<file path="src/rtl/spi_fe_pkg.sv">
package spi_fe_pkg;

  // Events detected in the system clock domain.
  typedef struct packed {
    logic cs_fall;
    logic sck_rise;
    logic sck_fall;
  } fe_events_t;

  // Bit position after one more sampled bit, wrapping at the byte width.
  function automatic int bit_after(input int cnt, input int width);
    return (cnt + 1 >= width) ? 0 : cnt + 1;
  endfunction

  // True when the bit about to be sampled completes a byte.
  function automatic logic closes_byte(input int cnt, input int width);
    return (cnt + 1 == width);
  endfunction

endpackage

</file>
<file path="src/rtl/spi_fe_sync.sv">
module spi_fe_sync #(
  parameter int WIDTH  = 4,
  parameter int STAGES = 2
) (
  input  logic             clk,
  input  logic             rst_n,
  input  logic [WIDTH-1:0] d,
  output logic [WIDTH-1:0] q
);

  generate
    if (STAGES == 0) begin : g_bypass
      assign q = d;
    end else begin : g_chain
      logic [WIDTH-1:0] chain_q [STAGES];

      always_ff @(posedge clk or negedge rst_n) begin
        if (!rst_n) begin
          for (int i = 0; i < STAGES; i++) chain_q[i] <= '0;
        end else begin
          chain_q[0] <= d;
          for (int i = 1; i < STAGES; i++) chain_q[i] <= chain_q[i-1];
        end
      end

      assign q = chain_q[STAGES-1];
    end
  endgenerate

endmodule

</file>
<file path="src/rtl/spi_fe_ctrl.sv">
module spi_fe_ctrl
  import spi_fe_pkg::*;
(
  input  logic       clk,
  input  logic       rst_n,
  input  logic       supply_ok,
  input  logic       cs_n_s,
  input  logic       sck_s,
  input  logic       hold_n_s,
  output logic       sel,
  output logic       hold,
  output fe_events_t ev
);

  logic cs_prev_q;
  logic sck_prev_q;
  logic sel_q;
  logic hold_q;

  // Event wires, brought out by name for the checks below.
  logic cs_fall_w;
  logic sck_rise_w;
  logic sck_fall_w;

  assign cs_fall_w  = supply_ok & cs_prev_q & ~cs_n_s;
  assign sck_rise_w = ~sck_prev_q & sck_s;
  assign sck_fall_w = sck_prev_q & ~sck_s;

  always_ff @(posedge clk or negedge rst_n) begin
    if (!rst_n) begin
      cs_prev_q  <= 1'b0;
      sck_prev_q <= 1'b0;
      sel_q      <= 1'b0;
      hold_q     <= 1'b0;
    end else if (!supply_ok) begin
      // Forget the last chip-select level: a low pin must rise again.
      cs_prev_q  <= 1'b0;
      sck_prev_q <= sck_s;
      sel_q      <= 1'b0;
      hold_q     <= 1'b0;
    end else begin
      cs_prev_q  <= cs_n_s;
      sck_prev_q <= sck_s;
      if (cs_n_s) begin
        sel_q  <= 1'b0;
        hold_q <= 1'b0;
      end else begin
        if (cs_fall_w) sel_q <= 1'b1;
        // The pause pin is only looked at while the serial clock is low.
        if (sel_q && !sck_s) hold_q <= ~hold_n_s;
      end
    end
  end

  assign sel = sel_q & supply_ok;
  assign hold = hold_q & sel;
  assign ev.cs_fall  = cs_fall_w;
  assign ev.sck_rise = sck_rise_w;
  assign ev.sck_fall = sck_fall_w;

  AST_SEL_NEEDS_FALL: assert property (@(posedge clk) disable iff (!rst_n)
    $rose(sel_q) |-> $past(cs_fall_w));

  AST_SUPPLY_DROP_DESELECTS: assert property (@(posedge clk) disable iff (!rst_n)
    !supply_ok |=> !sel_q && !hold_q);

  AST_HOLD_ENTRY_CLOCK_LOW: assert property (@(posedge clk) disable iff (!rst_n)
    $rose(hold_q) |-> $past(sel_q && !sck_s && !hold_n_s));

  AST_HOLD_EXIT_CLOCK_LOW: assert property (@(posedge clk) disable iff (!rst_n)
    $fell(hold_q) |-> $past(cs_n_s || !supply_ok || (!sck_s && hold_n_s)));

  AST_HOLD_KEPT_WHILE_CLOCK_HIGH: assert property (@(posedge clk) disable iff (!rst_n)
    (sck_s && supply_ok && !cs_n_s) |=> $stable(hold_q));

endmodule

</file>
<file path="src/rtl/spi_fe_shift.sv">
module spi_fe_shift
  import spi_fe_pkg::*;
#(
  parameter int DATA_W = 8
) (
  input  logic              clk,
  input  logic              rst_n,
  input  logic              sel,
  input  logic              hold,
  input  fe_events_t        ev,
  input  logic              sdi_s,
  input  logic [DATA_W-1:0] tx_byte,
  output logic [DATA_W-1:0] rx_byte,
  output logic              rx_valid,
  output logic              sdo
);

  localparam int CNT_W = (DATA_W > 2) ? $clog2(DATA_W) : 1;
  localparam logic [CNT_W-1:0] LAST_BIT = CNT_W'(DATA_W - 1);

  logic [CNT_W-1:0]  cnt_q;
  logic [DATA_W-1:0] rx_sh_q;
  logic [DATA_W-1:0] rx_q;
  logic              rx_valid_q;
  logic [DATA_W-1:0] tx_q;

  logic              active_w;
  logic              take_bit_w;
  logic              shift_out_w;
  logic              byte_done_w;
  logic [DATA_W-1:0] rx_next_w;

  assign active_w    = sel & ~hold;
  assign take_bit_w  = active_w & ev.sck_rise;
  assign shift_out_w = active_w & ev.sck_fall;
  assign byte_done_w = take_bit_w & closes_byte(int'(cnt_q), DATA_W);
  assign rx_next_w   = {rx_sh_q[DATA_W-2:0], sdi_s};

  always_ff @(posedge clk or negedge rst_n) begin
    if (!rst_n) begin
      cnt_q      <= '0;
      rx_sh_q    <= '0;
      rx_q       <= '0;
      rx_valid_q <= 1'b0;
      tx_q       <= '0;
    end else begin
      rx_valid_q <= 1'b0;
      if (!sel) begin
        cnt_q   <= '0;
        rx_sh_q <= '0;
        tx_q    <= tx_byte;
      end else begin
        if (take_bit_w) begin
          rx_sh_q <= rx_next_w;
          cnt_q   <= CNT_W'(bit_after(int'(cnt_q), DATA_W));
        end
        if (byte_done_w) begin
          rx_q       <= rx_next_w;
          rx_valid_q <= 1'b1;
        end
        if (shift_out_w) begin
          if (cnt_q == '0) tx_q <= tx_byte;
          else             tx_q <= {tx_q[DATA_W-2:0], 1'b0};
        end
      end
    end
  end

  assign rx_byte  = rx_q;
  assign rx_valid = rx_valid_q;
  assign sdo      = tx_q[DATA_W-1];

  AST_HOLD_FREEZES_COUNT: assert property (@(posedge clk) disable iff (!rst_n)
    (sel && hold) |=> $stable(cnt_q) && $stable(rx_sh_q));

  AST_DESELECT_CLEARS: assert property (@(posedge clk) disable iff (!rst_n)
    !sel |=> (cnt_q == '0) && (rx_sh_q == '0));

  AST_STROBE_AFTER_LAST_BIT: assert property (@(posedge clk) disable iff (!rst_n)
    rx_valid_q |-> $past(sel && !hold && ev.sck_rise && cnt_q == LAST_BIT));

  AST_STROBE_SINGLE_CYCLE: assert property (@(posedge clk) disable iff (!rst_n)
    rx_valid_q |=> !rx_valid_q);

  AST_OUTPUT_MOVES_ON_FALL: assert property (@(posedge clk) disable iff (!rst_n)
    (sel && !ev.sck_fall) |=> $stable(tx_q));

endmodule

</file>
<file path="src/rtl/spi_mem_frontend.sv">
module spi_mem_frontend
  import spi_fe_pkg::*;
#(
  parameter int DATA_W      = 8,
  parameter int SYNC_STAGES = 2
) (
  input  logic              clk,
  input  logic              rst_n,
  input  logic              supply_ok,
  input  logic              cs_n,
  input  logic              sck,
  input  logic              sdi,
  input  logic              hold_n,
  input  logic              wr_busy,
  input  logic              tx_req,
  input  logic [DATA_W-1:0] tx_byte,
  output logic [DATA_W-1:0] rx_byte,
  output logic              rx_valid,
  output logic              sdo,
  output logic              sdo_oe,
  output logic              selected,
  output logic              standby,
  output logic              in_hold
);

  localparam int PIN_W = 4;

  logic [PIN_W-1:0] pins_raw;
  logic [PIN_W-1:0] pins_s;
  logic             cs_n_s;
  logic             sck_s;
  logic             sdi_s;
  logic             hold_n_s;

  logic             sel_w;
  logic             hold_w;
  fe_events_t       ev_w;
  logic             rx_valid_w;

  assign pins_raw = {cs_n, sck, sdi, hold_n};

  spi_fe_sync #(
    .WIDTH  (PIN_W),
    .STAGES (SYNC_STAGES)
  ) sync_i (
    .clk   (clk),
    .rst_n (rst_n),
    .d     (pins_raw),
    .q     (pins_s)
  );

  assign {cs_n_s, sck_s, sdi_s, hold_n_s} = pins_s;

  spi_fe_ctrl ctrl_i (
    .clk       (clk),
    .rst_n     (rst_n),
    .supply_ok (supply_ok),
    .cs_n_s    (cs_n_s),
    .sck_s     (sck_s),
    .hold_n_s  (hold_n_s),
    .sel       (sel_w),
    .hold      (hold_w),
    .ev        (ev_w)
  );

  spi_fe_shift #(
    .DATA_W (DATA_W)
  ) shift_i (
    .clk      (clk),
    .rst_n    (rst_n),
    .sel      (sel_w),
    .hold     (hold_w),
    .ev       (ev_w),
    .sdi_s    (sdi_s),
    .tx_byte  (tx_byte),
    .rx_byte  (rx_byte),
    .rx_valid (rx_valid_w),
    .sdo      (sdo)
  );

  assign rx_valid = rx_valid_w & supply_ok;
  assign selected = sel_w;
  assign in_hold  = hold_w;
  assign standby  = ~sel_w & ~wr_busy;
  assign sdo_oe   = sel_w & ~hold_w & tx_req;

  AST_STANDBY_NOT_SELECTED: assert property (@(posedge clk) disable iff (!rst_n)
    standby |-> !selected && !in_hold);

  AST_NO_DRIVE_IN_HOLD: assert property (@(posedge clk) disable iff (!rst_n)
    in_hold |-> !sdo_oe);

  AST_NO_STROBE_WITHOUT_SUPPLY: assert property (@(posedge clk) disable iff (!rst_n)
    !supply_ok |-> !rx_valid && !selected && !sdo_oe);

endmodule

</file>
<file path="config.mk">
export PLATFORM = sky130hd
export DESIGN_NAME = spi_mem_frontend
export DESIGN_NICKNAME = d
export VERILOG_FILES = /design/src/rtl/spi_fe_pkg.sv /design/src/rtl/spi_fe_sync.sv /design/src/rtl/spi_fe_ctrl.sv /design/src/rtl/spi_fe_shift.sv /design/src/rtl/spi_mem_frontend.sv
export SDC_FILE = /design/constraint.sdc
export NUM_CORES = 1
export LEC_CHECK = 0
export BUFFER_PORTS_ARGS = -buffer_cell sky130_fd_sc_hd__buf_4
export CAP_MARGIN = 20
export CORE_MARGIN = 4
export CORE_UTILIZATION = 35
export CTS_BUF_LIST = sky130_fd_sc_hd__clkbuf_2
export DETAILED_ROUTE_END_ITERATION = 12
export PLACE_DENSITY = 0.52
export SYNTH_ARGS = -nofsm -noshare
export SYNTH_HDL_FRONTEND = slang
export SYNTH_SLANG_ARGS = --single-unit
</file>
<file path="constraint.sdc">
create_clock -name clk -period 2 [get_ports clk]
set_input_delay 0.1 -clock clk [delete_from_list [all_inputs] [get_ports clk]]
set_output_delay 0.1 -clock clk [all_outputs]
set_load 0.05 [all_outputs]
</file>
==> summary by stage <==
Layout
The filler cell count in the final layout is 428. The final net count is 211. The layout overhead on the synthesized area is 31.3%.

The post-route cell area is between 0.002 and 0.0025 mm². Leaving out fill and tap cells, the most frequent cells in the layout are sky130_fd_sc_hd__dfrtp_1 (39), sky130_fd_sc_hd__buf_4 (35), sky130_fd_sc_hd__o21ai_0 (18). The number of antenna diodes is 0. Leaving out fill and tap cells, the most frequent cell in the layout is sky130_fd_sc_hd__dfrtp_1. The fraction of layout instances using a drive strength above 1 is 28.0%. The final instance count without filler cells is 245.

Logic synthesis
The cell area after technology mapping is approximately 0.0016 mm². The simple-gate portion of the synthesized area is 15.2%. The post-synthesis instance total is 142. The synthesized area per cell is 11.5 µm².

The fraction of synthesized area in multiplexers is between 6 and 7%. The part of the Yosys area used for sequential elements is between 50% and 60%. In this run, distinct cell masters in the synthesized netlist total 26. Summing the areas of all compound-gate instances in the mapped netlist gives approximately 13% of the synthesized area. The adder-cell area share of the yosys netlist is under 10%. Summing the areas of all xor and xnor instances in the mapped netlist gives 0% of the synthesized area. The number of synthesized register bits is 39. The main combinational cell family by area after synthesis is simple AND/OR/NAND/NOR gates. The total number of yosys warnings is 0. When the netlist entered floorplanning its net count stood at 161.

STA
The max-slew headroom at the worst pin is roughly two thirds. The number of pins exceeding their max-slew limit in the final report is 0. The final number of hold-violating endpoints is 0. Based on the critical path, the design can be clocked at up to 556 MHz. In the final timing run, aggregate negative setup slack is 0 ps.

The transition time at the pin with the least slew margin is 495 ps. The setup clock skew after layout is about 17 ps. Setup violations remaining at the end of the flow were counted as 0. Of the available clock period, the critical path in the final layout requires roughly 90%.

The post-route minimum period is ~1800 ps. Setup repair after global routing left no endpoint under its margin.

Flow run
Max-cap violations in this run came to 0.

GRT
The wire length of the first global-routing pass is between 5000 and 6000 µm. The total overflow reported by the global router is 0. The via count of the first global-routing pass is about 1.2k.

The number of antenna violations at the first check in global routing is 0. The maximum number of pins on one net before global-route repair is 40. The global router's overall resource usage is between 10% and 20%.

Setup path
The critical path is of the flop to primary output type. Among all stages on the critical path, the largest delay is contributed by sky130_fd_sc_hd__dfrtp_1. The worst setup slack for register-to-register paths is 400 ps. The number of cells on the worst reg-to-reg path is 4. The most critical setup path has its startpoint at ctrl_i.sel_q$_DFFE_PN0P_. In this run the worst path has a maximum fanout of 12. The category of the worst setup path capture point is a primary output. Traced cell by cell, the critical path runs through nand2_1 -> inv_1 -> buf_4 -> nor2_1 -> buf_4.

Among the stages of the critical path, the cell type that occurs most often is sky130_fd_sc_hd__buf_4. In this design, the stage delay of the slowest critical-path cell is 480 ps. The capturing element of the worst setup path is standby. For the worst setup path, the data required time is 1900 ps.

The worst reg2reg path endpoint is shift_i.rx_byte[6]$_DFFE_PN0P_. In this run the critical register-to-register path is launched from ctrl_i.hold_q$_DFFE_PN0P_. STA classifies the critical path startpoint as a flop.

The data arrival at the endpoint of the critical path is approximately 1700 ps.

CTS
The later pin in the worst-skew pair is clocked with a latency of 380 ps. The H-tree was split into 2 levels. The cts-stage hold buffer count is 14. The count of cells resized by post-cts repair is 0.

TritonCTS built the clock tree. The clock sink total is 39. The post-CTS clock slew at the launch and capture registers of the worst setup and hold paths is 210 ps. The largest buffer count on any clock path is 2. The number of clock buffers inserted by TritonCTS is 5.

The root buffer cell chosen for the clock tree is sky130_fd_sc_hd__clkbuf_2. The total setup buffers inserted after CTS is 0.

Drt
Across all layers, the routed design uses 1,221 vias. The count of nets left with antenna violations once routing finished came out at 0. The first routing iteration left between 60 and 70 violations. The total wire length is between 3000 and 4000 µm. The first detailed-routing pass ran for 4 iterations. The via density per instance is 4.98. The post-detailed-route DRC marker count is 0.

In the final routed layout, each cell accounts on average for around 14 µm.

Placement
Counting tap cells, the placed design contains a total of around 220 instances. The weighted congestion at the end of routability-driven global placement is 0.754. Buffers placed on the I/O ports in this run total 30. The cell area reported after detailed placement is about 0.0019 mm². The estimated wirelength of the detail-placed design is 2270 µm.

Power
VDD sags by at most 0.000368 V. The power per cell area is 656 mW/mm². For this design the static power due to leakage is between 0.0009 and 0.001 µW.

Status
The run finished with clean final reports.

Floorplan
The floorplan die height is around 76 µm. The die extent in x is 76.3 µm. The initial utilization of the core area, before any placement, comes to 36.7%. In this run the core area contains 24 standard-cell rows. The count of pins on the block boundary is 31.

The die covers about 0.0058 mm². The standard cell core area is 0.00444 mm².

Worst hold path
The path class of the tightest hold or removal check is input port to async pin.
[cell type report]
type	count	area, µm²	area share (%)
Tap cell	52	65.1	3.04
Clock inverter	3	38.8	1.81
Timing Repair Buffer	49	403	18.8
Clock buffer	5	25.0	1.17
Multi-Input combinational cell	87	597	27.9
Sequential cell	39	976	45.6
Inverter	10	37.5	1.75
[registers in the layout (all words and copies together) (netlist names)]
signal	cells
shift_i.rx_sh_q	7
shift_i.cnt_q	3
shift_i.rx_valid	1
ctrl_i.cs_prev_q	1
ctrl_i.hold_q	1
sync_i.q	4
ctrl_i.sel_q	1
sync_i.g_chain.chain_q	4
shift_i.tx_q	8
ctrl_i.sck_prev_q	1
shift_i.rx_byte	8
[kinds of logic (layout without fill, tap and decap cells)]
kind of cell,count (synthesis),after routing
AO/OA/AOI/OAI,37,37
adder cells (fa/ha/maj),2,2
buffers and inverters,16,67
flip-flops,39,39
multiplexers,9,9
AND/OR/NAND/NOR,39,39
[how the worst min path moves through the flow]
stage                                        to  cells after the start  slack (ps)   from
floorplan            ctrl_i.cs_prev_q$_DFF_PN0_                      0        -200  rst_n
global placement    shift_i.tx_q[4]$_DFFE_PN0P_                      1         100  rst_n
detailed placement  shift_i.tx_q[4]$_DFFE_PN0P_                      1         100  rst_n
CTS                 shift_i.tx_q[4]$_DFFE_PN0P_                      2         180  rst_n
global route              sync_i.q[3]$_DFF_PN0_                      2         190  rst_n
finish              shift_i.tx_q[4]$_DFFE_PN0P_                      2         190  rst_n
[routing by layer]
| metal | track usage, % | vias to the layer above | wire length, µm |
|---|---|---|---|
| met5 | 0 | - | 0 |
| met4 | 4.35 | 0 | 24 |
| met2 | 20.1 | 22 | 1670 |
| met3 | 4.02 | 2 | 150 |
| li1 | - | 605 | - |
| met1 | 16.5 | 592 | 1630 |
[stage by stage]
step | hold WS [ps] | power, µW | setup WS, ps | utilization [%]
floorplan | -196 | 876 | 131 | -
global placement | 98.1 | 931 | 446 | 43.6
detailed placement | 103 | 934 | 402 | 43.6
CTS | 185 | 1430 | 167 | 48.2
global route | 193 | 1480 | 38.9 | 48.2
finish | 195 | 1410 | 202 | 48.2
[power breakdown]
group | leakage [µW] | total, µW | internal (µW) | switching [µW]
logic | 0.000443 | 112 | 56.7 | 55.7
registers | 0.000504 | 827 | 811 | 16.2
clock network | 0.0000404 | 466 | 206 | 260
total | 0.000987 | 1410 | 1070 | 332
[critical path, delay by kind of cell (launching register included)]
kind,cells,cell delay [ps]
AND/OR/NAND/NOR,2,160
buffers and inverters,3,700
flip-flops,1,480
[Yosys cell counts (all sizes together)]
cell type	instances	share of area (%)
a211oi	1	0.46
a21oi	2	0.61
a31oi	7	2.7
and2	2	0.77
and2b	1	0.46
and3	1	0.38
buf	3	0.92
clkbuf	3	0.69
dfrtp	39	60
ha	2	1.5
inv	10	2.3
mux2	8	5.5
mux2i	1	0.61
nand2	3	0.69
nand2b	3	1.2
nand3	9	2.8
nand4	1	0.38
nand4b	1	1.5
nor2	5	1.2
nor2b	3	1.2
nor3	7	2.1
nor3b	2	1.2
nor4b	1	1.5
o211ai	9	4.1
o21ai	18	5.5
Note: power is estimated with default switching activity, not from simulation.
